===== config.mk =====
export PLATFORM = sky130hd
export DESIGN_NAME = mps_tlb
export DESIGN_NICKNAME = d
export VERILOG_FILES = /design/src/rtl/mps_tlb_pkg.sv /design/src/rtl/mps_tlb_entry.sv /design/src/rtl/mps_tlb_prio.sv /design/src/rtl/mps_tlb_rr.sv /design/src/rtl/mps_tlb.sv
export SDC_FILE = /design/constraint.sdc
export NUM_CORES = 2
export LEC_CHECK = 0
export ABC_AREA = 1
export ABC_CLOCK_PERIOD_IN_PS = 2810
export BUFFER_PORTS_ARGS = -buffer_cell sky130_fd_sc_hd__buf_4
export CORE_MARGIN = 5
export CORE_UTILIZATION = 35
export DETAILED_ROUTE_END_ITERATION = 6
export RECOVER_POWER = 25
export SLEW_MARGIN = 20
export SYNTH_ARGS = -nofsm -noshare
export SYNTH_HDL_FRONTEND = slang
export SYNTH_SLANG_ARGS = --single-unit

===== constraint.sdc =====
create_clock -name clk -period 2.81 [get_ports clk]
set_clock_uncertainty 0.1 [all_clocks]
set_input_delay 0.281 -clock clk [delete_from_list [all_inputs] [get_ports clk]]
set_output_delay 0.281 -clock clk [all_outputs]
set_load 0.01 [all_outputs]

===== src/rtl/mps_tlb_pkg.sv =====
package mps_tlb_pkg;

  localparam int VA_W   = 32;
  localparam int OFS_W  = 12;
  localparam int VPN_W  = VA_W - OFS_W;

  typedef enum logic [1:0] {
    SZ_NONE  = 2'b00,
    SZ_SEG   = 2'b01,
    SZ_LARGE = 2'b10,
    SZ_SMALL = 2'b11
  } region_e;

  // Bits of the 20-bit page number that take part in the tag compare.
  function automatic logic [VPN_W-1:0] vpn_mask(input region_e sz);
    case (sz)
      SZ_SEG:   vpn_mask = 20'hFFF00;
      SZ_LARGE: vpn_mask = 20'hFFFFE;
      SZ_SMALL: vpn_mask = 20'hFFFFF;
      default:  vpn_mask = 20'h00000;
    endcase
  endfunction

endpackage


===== src/rtl/mps_tlb_entry.sv =====
module mps_tlb_entry
  import mps_tlb_pkg::*;
#(
  parameter int PERM_W = 4,
  parameter bit DSIDE  = 1'b1
) (
  input  logic              clk,
  input  logic              rst_n,
  input  logic              wr_en,
  input  logic [VPN_W-1:0]  wr_vpn,
  input  logic [VPN_W-1:0]  wr_ppn,
  input  region_e           wr_size,
  input  logic [PERM_W-1:0] wr_perm,
  input  logic              clr_all,
  input  logic              clr_one,
  input  logic [VPN_W-1:0]  clr_vpn,
  input  logic [VPN_W-1:0]  lk_vpn,
  output logic              lk_match,
  output logic [VPN_W-1:0]  lk_ppn,
  output logic [PERM_W-1:0] lk_perm
);

  region_e             size_q;
  logic [VPN_W-1:0]    tag_q;
  logic [VPN_W-1:0]    frm_q;
  logic [PERM_W-1:0]   perm_q;
  logic [VPN_W-1:0]    cmp_mask;
  logic                valid;
  logic                clr_hit;

  assign cmp_mask = vpn_mask(size_q);
  assign valid    = (size_q != SZ_NONE);
  assign lk_match = valid && (((lk_vpn ^ tag_q) & cmp_mask) == '0);
  assign lk_ppn   = (frm_q & cmp_mask) | (lk_vpn & ~cmp_mask);
  assign lk_perm  = perm_q;

  generate
    if (DSIDE) begin : g_one
      assign clr_hit = clr_one && valid && (((clr_vpn ^ tag_q) & cmp_mask) == '0);
    end else begin : g_no_one
      logic unused_clr;
      assign unused_clr = ^{clr_one, clr_vpn};
      assign clr_hit    = 1'b0;
    end
  endgenerate

  always_ff @(posedge clk) begin
    if (!rst_n) begin
      size_q <= SZ_NONE;
      tag_q  <= '0;
      frm_q  <= '0;
      perm_q <= '0;
    end else if (clr_all || clr_hit) begin
      size_q <= SZ_NONE;
    end else if (wr_en) begin
      size_q <= wr_size;
      tag_q  <= wr_vpn;
      frm_q  <= wr_ppn;
      perm_q <= wr_perm;
    end
  end

endmodule


===== src/rtl/mps_tlb_prio.sv =====
module mps_tlb_prio #(
  parameter int N = 32
) (
  input  logic [N-1:0] hits,
  output logic [N-1:0] first,
  output logic         any,
  output logic         multi
);

  // Isolate the lowest set bit; a second set bit remains after clearing it.
  assign first = hits & (~hits + N'(1));
  assign any   = |hits;
  assign multi = |(hits & (hits - N'(1)));

endmodule


===== src/rtl/mps_tlb_rr.sv =====
module mps_tlb_rr #(
  parameter int N  = 32,
  parameter int PW = (N > 1) ? $clog2(N) : 1
) (
  input  logic          clk,
  input  logic          rst_n,
  input  logic          adv,
  input  logic          clr,
  output logic [PW-1:0] ptr
);

  localparam logic [PW-1:0] LAST = PW'(N - 1);

  always_ff @(posedge clk) begin
    if (!rst_n || clr) begin
      ptr <= '0;
    end else if (adv) begin
      ptr <= (ptr == LAST) ? '0 : ptr + PW'(1);
    end
  end

endmodule


===== src/rtl/mps_tlb.sv =====
module mps_tlb
  import mps_tlb_pkg::*;
#(
  parameter int ENTRIES = 32,
  parameter int PERM_W  = 4,
  parameter bit DSIDE   = 1'b1
) (
  input  logic              clk,
  input  logic              rst_n,
  input  logic [31:0]       lk_va,
  output logic              lk_hit,
  output logic [31:0]       lk_pa,
  output logic [PERM_W-1:0] lk_perm,
  output logic              lk_multi,
  input  logic              fill_valid,
  output logic              fill_ready,
  input  logic [31:0]       fill_va,
  input  logic [31:0]       fill_pa,
  input  logic [1:0]        fill_size,
  input  logic [PERM_W-1:0] fill_perm,
  input  logic              inv_all,
  input  logic              inv_one,
  input  logic [31:0]       inv_va
);

  localparam int PW = (ENTRIES > 1) ? $clog2(ENTRIES) : 1;

  logic              one_cmd;
  logic              fill_go;
  logic [PW-1:0]     vict_ptr;
  logic [ENTRIES-1:0] hit_vec;
  logic [ENTRIES-1:0] sel_vec;
  logic              any_hit;
  logic [VPN_W-1:0]  e_ppn  [ENTRIES];
  logic [PERM_W-1:0] e_perm [ENTRIES];
  logic [VPN_W-1:0]  sel_ppn;
  logic [PERM_W-1:0] sel_perm;
  logic              unused_low;

  assign unused_low = ^{fill_va[OFS_W-1:0], fill_pa[OFS_W-1:0], inv_va[OFS_W-1:0]};

  assign one_cmd    = DSIDE ? inv_one : 1'b0;
  assign fill_ready = !(inv_all || one_cmd);
  assign fill_go    = fill_valid && fill_ready;

  mps_tlb_rr #(.N(ENTRIES), .PW(PW)) u_rr (
    .clk   (clk),
    .rst_n (rst_n),
    .adv   (fill_go),
    .clr   (inv_all),
    .ptr   (vict_ptr)
  );

  generate
    for (genvar i = 0; i < ENTRIES; i++) begin : g_ent
      mps_tlb_entry #(.PERM_W(PERM_W), .DSIDE(DSIDE)) u_ent (
        .clk      (clk),
        .rst_n    (rst_n),
        .wr_en    (fill_go && (vict_ptr == PW'(i))),
        .wr_vpn   (fill_va[VA_W-1:OFS_W]),
        .wr_ppn   (fill_pa[VA_W-1:OFS_W]),
        .wr_size  (region_e'(fill_size)),
        .wr_perm  (fill_perm),
        .clr_all  (inv_all),
        .clr_one  (one_cmd),
        .clr_vpn  (inv_va[VA_W-1:OFS_W]),
        .lk_vpn   (lk_va[VA_W-1:OFS_W]),
        .lk_match (hit_vec[i]),
        .lk_ppn   (e_ppn[i]),
        .lk_perm  (e_perm[i])
      );
    end
  endgenerate

  mps_tlb_prio #(.N(ENTRIES)) u_prio (
    .hits  (hit_vec),
    .first (sel_vec),
    .any   (any_hit),
    .multi (lk_multi)
  );

  always_comb begin
    sel_ppn  = '0;
    sel_perm = '0;
    for (int i = 0; i < ENTRIES; i++) begin
      if (sel_vec[i]) begin
        sel_ppn  = sel_ppn  | e_ppn[i];
        sel_perm = sel_perm | e_perm[i];
      end
    end
  end

  assign lk_hit  = any_hit;
  assign lk_pa   = any_hit ? {sel_ppn, lk_va[OFS_W-1:0]} : '0;
  assign lk_perm = sel_perm;

endmodule


Word-level counts from Yosys, hierarchy flattened
Cells that the tools add are included.
W data, S select, Z words.
- add/sub/neg operators: 3
- equality and inequality tests: 127
- muxes and demuxes: 98
- bitwise operators: 354
- reduce and logical (&&, ||, !) cells: 328
- operators with widths (cell ; count):
    $and A20 B20 Y20 ; 128
    $pmux W20 S3 ; 32
    $logic_not A20 Y1 ; 64
    $xor A20 B20 Y20 ; 64
    $or A20 B20 Y20 ; 63
    $mux W20 ; 32
    $not A20 Y20 ; 32
    $logic_and A1 B1 Y1 ; 129
    $eq A2 B2 Y1 const B ; 64
    $mux W4 ; 32
    $or A4 B4 Y4 ; 31
    $eq A5 B5 Y1 const B ; 16
    $and A32 B32 Y32 ; 2
    $eq A2 B1 Y1 const B ; 32
    $reduce_and A2 Y1 ; 32
    $reduce_bool A2 Y1 ; 32
    $reduce_or A2 Y1 ; 32
    $reduce_or A32 Y1 ; 2
    $eq A5 B4 Y1 const B ; 8
    $logic_or A1 B1 Y1 ; 34
    $not A1 Y1 ; 33
    $add A32 B1 Y32 const B ; 1
    $mux W32 ; 1
    $not A32 Y32 ; 1
    8 further kinds ; 13
- register bits: 1477
- bits of input ports: 139
- output and inout port bits: 39
- word-level logic and storage cells: 1039

Depth between registers and ports, before layout
- depth in word-level cells: 72
- depth in mapped cells: 24
- gate-level depth less buffers: 21

Modules after synthesis
From an unflattened synthesis, not the netlist that was laid out.
- cells, all modules: 20163
- area total of the unflattened synthesis: 109505.0 um^2
- by module, submodules not included (module ; instances ; cells an instance ; area an instance (um^2) ; seq. area each (um^2)):
    mps_tlb_entry ; 32 ; 570 ; 3180.6 ; 920.9
    mps_tlb ; 1 ; 1657 ; 6470.0 ; 0.0
    mps_tlb_prio ; 1 ; 234 ; 1013.5 ; 0.0
    mps_tlb_rr ; 1 ; 32 ; 244.0 ; 100.1

Least setup slack after synthesis
No wires, ideal clock.
- kind: input -> output
- from: in lk_va[26]
- to: out lk_pa[25]
- arrival: 2301 ps
- required time: 2429 ps
- slack: 128 ps
- stages on the path: 23
- buffers on the path: 5
- path through: buf_4 -> buf_4 -> buf_6 -> nand2_1 -> o21ai_1 -> nor2_1 -> nand3_2 -> inv_2 -> nand2_1 -> nor2_4 -> nor2_4 -> nand2_4 -> inv_4 -> nand2_2 -> nor2_2 -> buf_6 -> buf_4 -> nand3_1 -> nand2_1 -> nor2_1 -> nand3_1 -> nor2_1 -> nand2_1
- cells in the longest elaborated chain, start to end: 71
- elaborated cells on any way between the ends: 196
- those cells by class: add/sub: 1; mux: 33; bitwise: 97; reduce/logical: 65
- ends and longest elaborated chain (what ; RTL line ; source):
    from (decl) ; mps_tlb.sv:10 ; input logic [31:0] lk_va,
    $xor A20 B20 Y20 ; mps_tlb_entry.sv:33 ; assign lk_match = valid && (((lk_vpn ^ tag_q) & cmp_mask) == '0);
    $and A20 B20 Y20 ; mps_tlb_entry.sv:33 ;
    $logic_not A20 Y1 ; mps_tlb_entry.sv:33 ;
    $logic_and A1 B1 Y1 ; mps_tlb_entry.sv:33 ;
    $not A32 Y32 ; mps_tlb_prio.sv:11 ; assign first = hits & (~hits + N'(1));
    $add A32 B1 Y32 ; mps_tlb_prio.sv:11 ;
    $and A32 B32 Y32 ; mps_tlb_prio.sv:11 ;
    $mux W20 ; mps_tlb.sv:86 ; if (sel_vec[i]) begin
    (+55 left out) ; -- ;
    $mux W20 ; mps_tlb.sv:86 ;
    $or A20 B20 Y20 ; mps_tlb.sv:87 ; sel_ppn = sel_ppn | e_ppn[i];
    $mux W20 ; mps_tlb.sv:86 ;
    $or A20 B20 Y20 ; mps_tlb.sv:87 ;
    $mux W20 ; mps_tlb.sv:86 ;
    $or A20 B20 Y20 ; mps_tlb.sv:87 ;
    $mux W20 ; mps_tlb.sv:86 ;
    $mux W32 * ; mps_tlb.sv:94 ; assign lk_pa = any_hit ? {sel_ppn, lk_va[OFS_W-1:0]} : '0;
    to (decl) ; mps_tlb.sv:12 ; output logic [31:0] lk_pa,
Mark *: on every way between the ends. The rest lies on a longest branch, timed or not.

Final worst setup path
- from: reg g_ent[3].u_ent.size_q[1]
- to: out lk_pa[25]
- cells in the longest elaborated chain, start to end: 66
- elaborated cells on any way between the ends: 75
- those cells by class: add/sub: 1; eq/ne: 3; mux: 31; bitwise: 36; reduce/logical: 4
- ends and longest elaborated chain (what ; RTL line ; source):
    from (decl) ; mps_tlb_entry.sv:23 ; region_e size_q;
    from (signal assigned) ; mps_tlb_entry.sv:56 ; size_q <= wr_size;
    $eq A2 B2 Y1 / $eq A2 B1 Y1 (equally long branches) ; mps_tlb_pkg.sv:16 ; case (sz)
    $pmux W20 S3 ; mps_tlb_pkg.sv:16 ;
    $and A20 B20 Y20 ; mps_tlb_entry.sv:33 ;
    $logic_not A20 Y1 ; mps_tlb_entry.sv:33 ;
    $logic_and A1 B1 Y1 ; mps_tlb_entry.sv:33 ;
    $not A32 Y32 ; mps_tlb_prio.sv:11 ;
    $add A32 B1 Y32 ; mps_tlb_prio.sv:11 ;
    $and A32 B32 Y32 ; mps_tlb_prio.sv:11 ;
    (+50 left out) ; -- ;
    $mux W20 ; mps_tlb.sv:86 ;
    $or A20 B20 Y20 ; mps_tlb.sv:87 ;
    $mux W20 ; mps_tlb.sv:86 ;
    $or A20 B20 Y20 ; mps_tlb.sv:87 ;
    $mux W20 ; mps_tlb.sv:86 ;
    $or A20 B20 Y20 ; mps_tlb.sv:87 ;
    $mux W20 ; mps_tlb.sv:86 ;
    $mux W32 * ; mps_tlb.sv:94 ;
Marked as above.

==> results.cfg <==
[grt]
grt_max_degree = 149
grt_pass1_wl_mm = 644
grt.overflow.total = 0
track_usage_pct = 34.6
grt_pass1_vias = 91383
antenna_found_initial = 21

[route]
drt-vias-per-instance = 5.67
drc_errors = 0
wire_per_inst_um = 25.7
drt-initial-drc-count = 14801
vias = 100778
route.top_layer_used = met5
met3_length_mm = 61.7
totalWireLength_mm = 457
ant_nets = 0
met1_length_mm = 179
dr.pass1.iters = 7
wl_met2_mm = 183

[synthesis]
synth-main-ff-cell = dfxtp_1
yosysMostFrequentCell = nor2_1
syn_area_um2 = 84600
synth_cell_types = 67
syn_inst = 13237
synthTopCellsByCount = 3073 x nor2_1, 2118 x o21ai_0, 2112 x nand2_1, 1477 x dfxtp_1, 781 x clkbuf_1
synth_top_area_cell = dfxtp_1
avgSynthCellArea_um2 = 6.39
synth_edf_count = 0
synth-seq-cells = 1477
synth_top_cell_area_share_pct = 34.9
synth_area_leaders = dfxtp_1 35%, nor2_1 14%, o21ai_0 13%
async_reset_ff_share_pct = 0
yosys_warnings = 0
synth.yosys.seq_area_share_pct = 34.9
syn-num-nets = 13382

[critical_path]
crit_type = reg2out
required_ns = 2.43
reg2reg_from = u_rr.ptr[0]
max_stage_delay_ns = 0.36
startpoint_type = flop
crit_buf_inv = 8
reg2reg_to = g_ent[6].u_ent.frm_q[7]
crit_top_cell = buf_6
path_cells = buf_6, buf_6, nand2_1, nand2_1, nor2_2, nand2_2, inv_2, nand2_4, nand4_4, buf_6, nor2_4, buf_6, nand3_4, nor2_4, buf_12, buf_6, nand4_1, nand2_2, nor2_4, nand2_4, buf_6
cp_max_fo = 7
crit_family = simple AND/OR/NAND/NOR gates
crit_path_top_delay_cell = dfxtp_2
rrSetupSlack_ns = 0.10
ff2ff_path_depth = 9
worst_setup_path_end_kind = primary output
cp.arrival_ns = 3.92

[power_and_ir_drop]
p_seq_share_pct = 42.0
power_density_nw_per_um2 = 447
comb_power_share_pct = 9.9
finalPower_uw = 50000
p_leak_uw = 0.0495
p_clk_share_pct = 48.2
vdd_drop_max_uv = 558
p_sw_uw = 13800
switching_share_pct = 27.6
intPower_uw = 36200

[die]
initial_utilization_pct = 35.2
die_y_um = 502
rows = 180
die_x_um = 502
die_area_um2 = 252000
ios = 178
core_area_um2 = 241000

[clock_tree]
cts_buffers = 173
cts-root-buf = clkbuf_16
clkSlewWorstSetupHoldPaths_ns = 0.06
cts_tree = built
htreeDepth = 4
insertion_delay_ns = 0.86
cts_sinks = 1477
cts_buffer_depth = 3

[placement]
numPortBuffers = 141
place.gp.congestion = 1.01
dpl.hpwl_mm = 307

[sta]
rsz0062_at_grt = yes
timing.setup.tns_ns = -122.56
fin_ws_ns = -1.49
fmax_mhz = 232
fin_crit_ns = 4.30
relSlewSlack_pct = 3.63
finalMaxSlewViolations = 0
setup_viol = 357
hold_viol = 0
finalCritPeriodShare_pct = 153
worst_slew_pin_slew_ns = 1.45

[min_path]
holdPathEnd = g_ent[28].u_ent.size_q[0]
hold_path.class = in2reg
min_delay_path_depth = 5
holdCritStartpoint = inv_va[24]

[finish]
fin_nets = 14575
area_delta_synth_final_pct = 32.3
drive_gt1_share_pct = 22.0
fin_util_pct = 46.6

[run]
drv_cap = 0

[outcome]
violations = negative setup slack
status = complete, but fails checks
[registers in the layout (all words and copies together), names as in the netlist]
| signal | count |
|---|---|
| g_ent.u_ent.size_q | 64 |
| g_ent.u_ent.frm_q | 640 |
| g_ent.u_ent.tag_q | 640 |
| g_ent.u_ent.lk_perm | 128 |
| u_rr.ptr | 5 |
[tightest hold or removal path, cell delays in order]
cell and delay (ns):
buf_4 0.20, xnor2_1 0.10, nand4_1 0.14, o21ai_0 0.13
a21oi_1 0.13
[logic make-up after synthesis]
group / synth area share (%)
buffers and inverters: 8.54
adder cells (fa/ha/maj): 0.0887
XOR/XNOR: 6.46
flip-flops: 34.9
multiplexers: 0.492
AND/OR/NAND/NOR: 31.2
AO/OA/AOI/OAI: 18.3
[how the worst max path moves through the flow]
| stage | start | slack, ns | to | cells after the start |
|---|---|---|---|---|
| 2_1_floorplan | lk_va[26] | 0.13 | lk_pa[25] | 23 |
| 3_3_place_gp | lk_va[21] | -1.50 | lk_perm[2] | 23 |
| 3_5_place_dp | lk_va[21] | -1.46 | lk_perm[2] | 23 |
| 4_1_cts | g_ent[0].u_ent.tag_q[13] | -1.43 | lk_perm[1] | 26 |
| 5_1_grt | g_ent[3].u_ent.size_q[1] | -1.55 | lk_pa[25] | 21 |
| 6_report | g_ent[3].u_ent.size_q[1] | -1.49 | lk_pa[25] | 21 |
[through the flow]
stage / setup WS (ns) / cell area (µm²) / std cells / hold WS (ns)
after floorplan: 0.128 / 84600 / 13237 / 0.325
after global placement: -1.50 / 102000 / 17287 / 0.334
after detailed placement: -1.46 / 102000 / 17287 / 0.337
after CTS: -1.43 / 111000 / 17713 / 0.00805
after global routing: -1.55 / 112000 / 17755 / 0.109
final: -1.49 / 112000 / 17769 / 0.0839
[power groups by stage]
stage | registers, µW | clock network, µW | logic [µW]
final | 21000 | 24100 | 4930
after global routing | 21000 | 25000 | 4980
after CTS | 21000 | 24100 | 4710
after detailed placement | 21500 | 0 | 4600
after global placement | 21500 | 0 | 4620
after floorplan | 21500 | 0 | 2210
[per-layer routing]
metal / vias to the layer above / track usage, %
li1: 45626 / -
met1: 46511 / 46.3
met2: 7048 / 49.5
met3: 1585 / 9.22
met4: 8 / 21.3
met5: - / 0
[timing repair]
action | CTS | global route
resized for setup | 615 | 325
cloned | 7 | 7
setup endpoints to repair | 38 | 39
hold buffers | 53 | 0
pin swaps | 179 | 167
setup buffers | 59 | 44
hold endpoints to repair | 1352 | 0
[cell usage in the layout (no fill, tap or decap), types with 81 or more instances in the layout]
cell,netlist,layout
nand2_2,23,118
inv_1,544,505
nand2_1,2112,1977
xnor2_1,322,318
o21ai_0,2118,2093
xor2_1,302,302
buf_6,38,108
dfxtp_1,1477,1383
a21oi_1,548,546
buf_4,58,1731
nand4_1,359,359
nor2_4,16,147
buf_12,0,207
nor2_2,27,154
dfxtp_2,0,82
o21ai_1,61,81
nand3_1,558,479
o22ai_1,97,97
nor2_1,3073,2815
inv_2,45,84
clkbuf_16,0,181
[final cells by class]
cell class | count | area [µm²]
well taps | 3185 | 3990
inverters | 620 | 2360
flip-flops and latches | 1477 | 29700
diodes | 15 | 37.5
repair buffers | 2147 | 19500
clock buffers | 260 | 5190
fillers | 24496 | 129000
multi-input cells | 10011 | 50400
clock inverters | 54 | 779
Power figures use the tool's default switching activity.
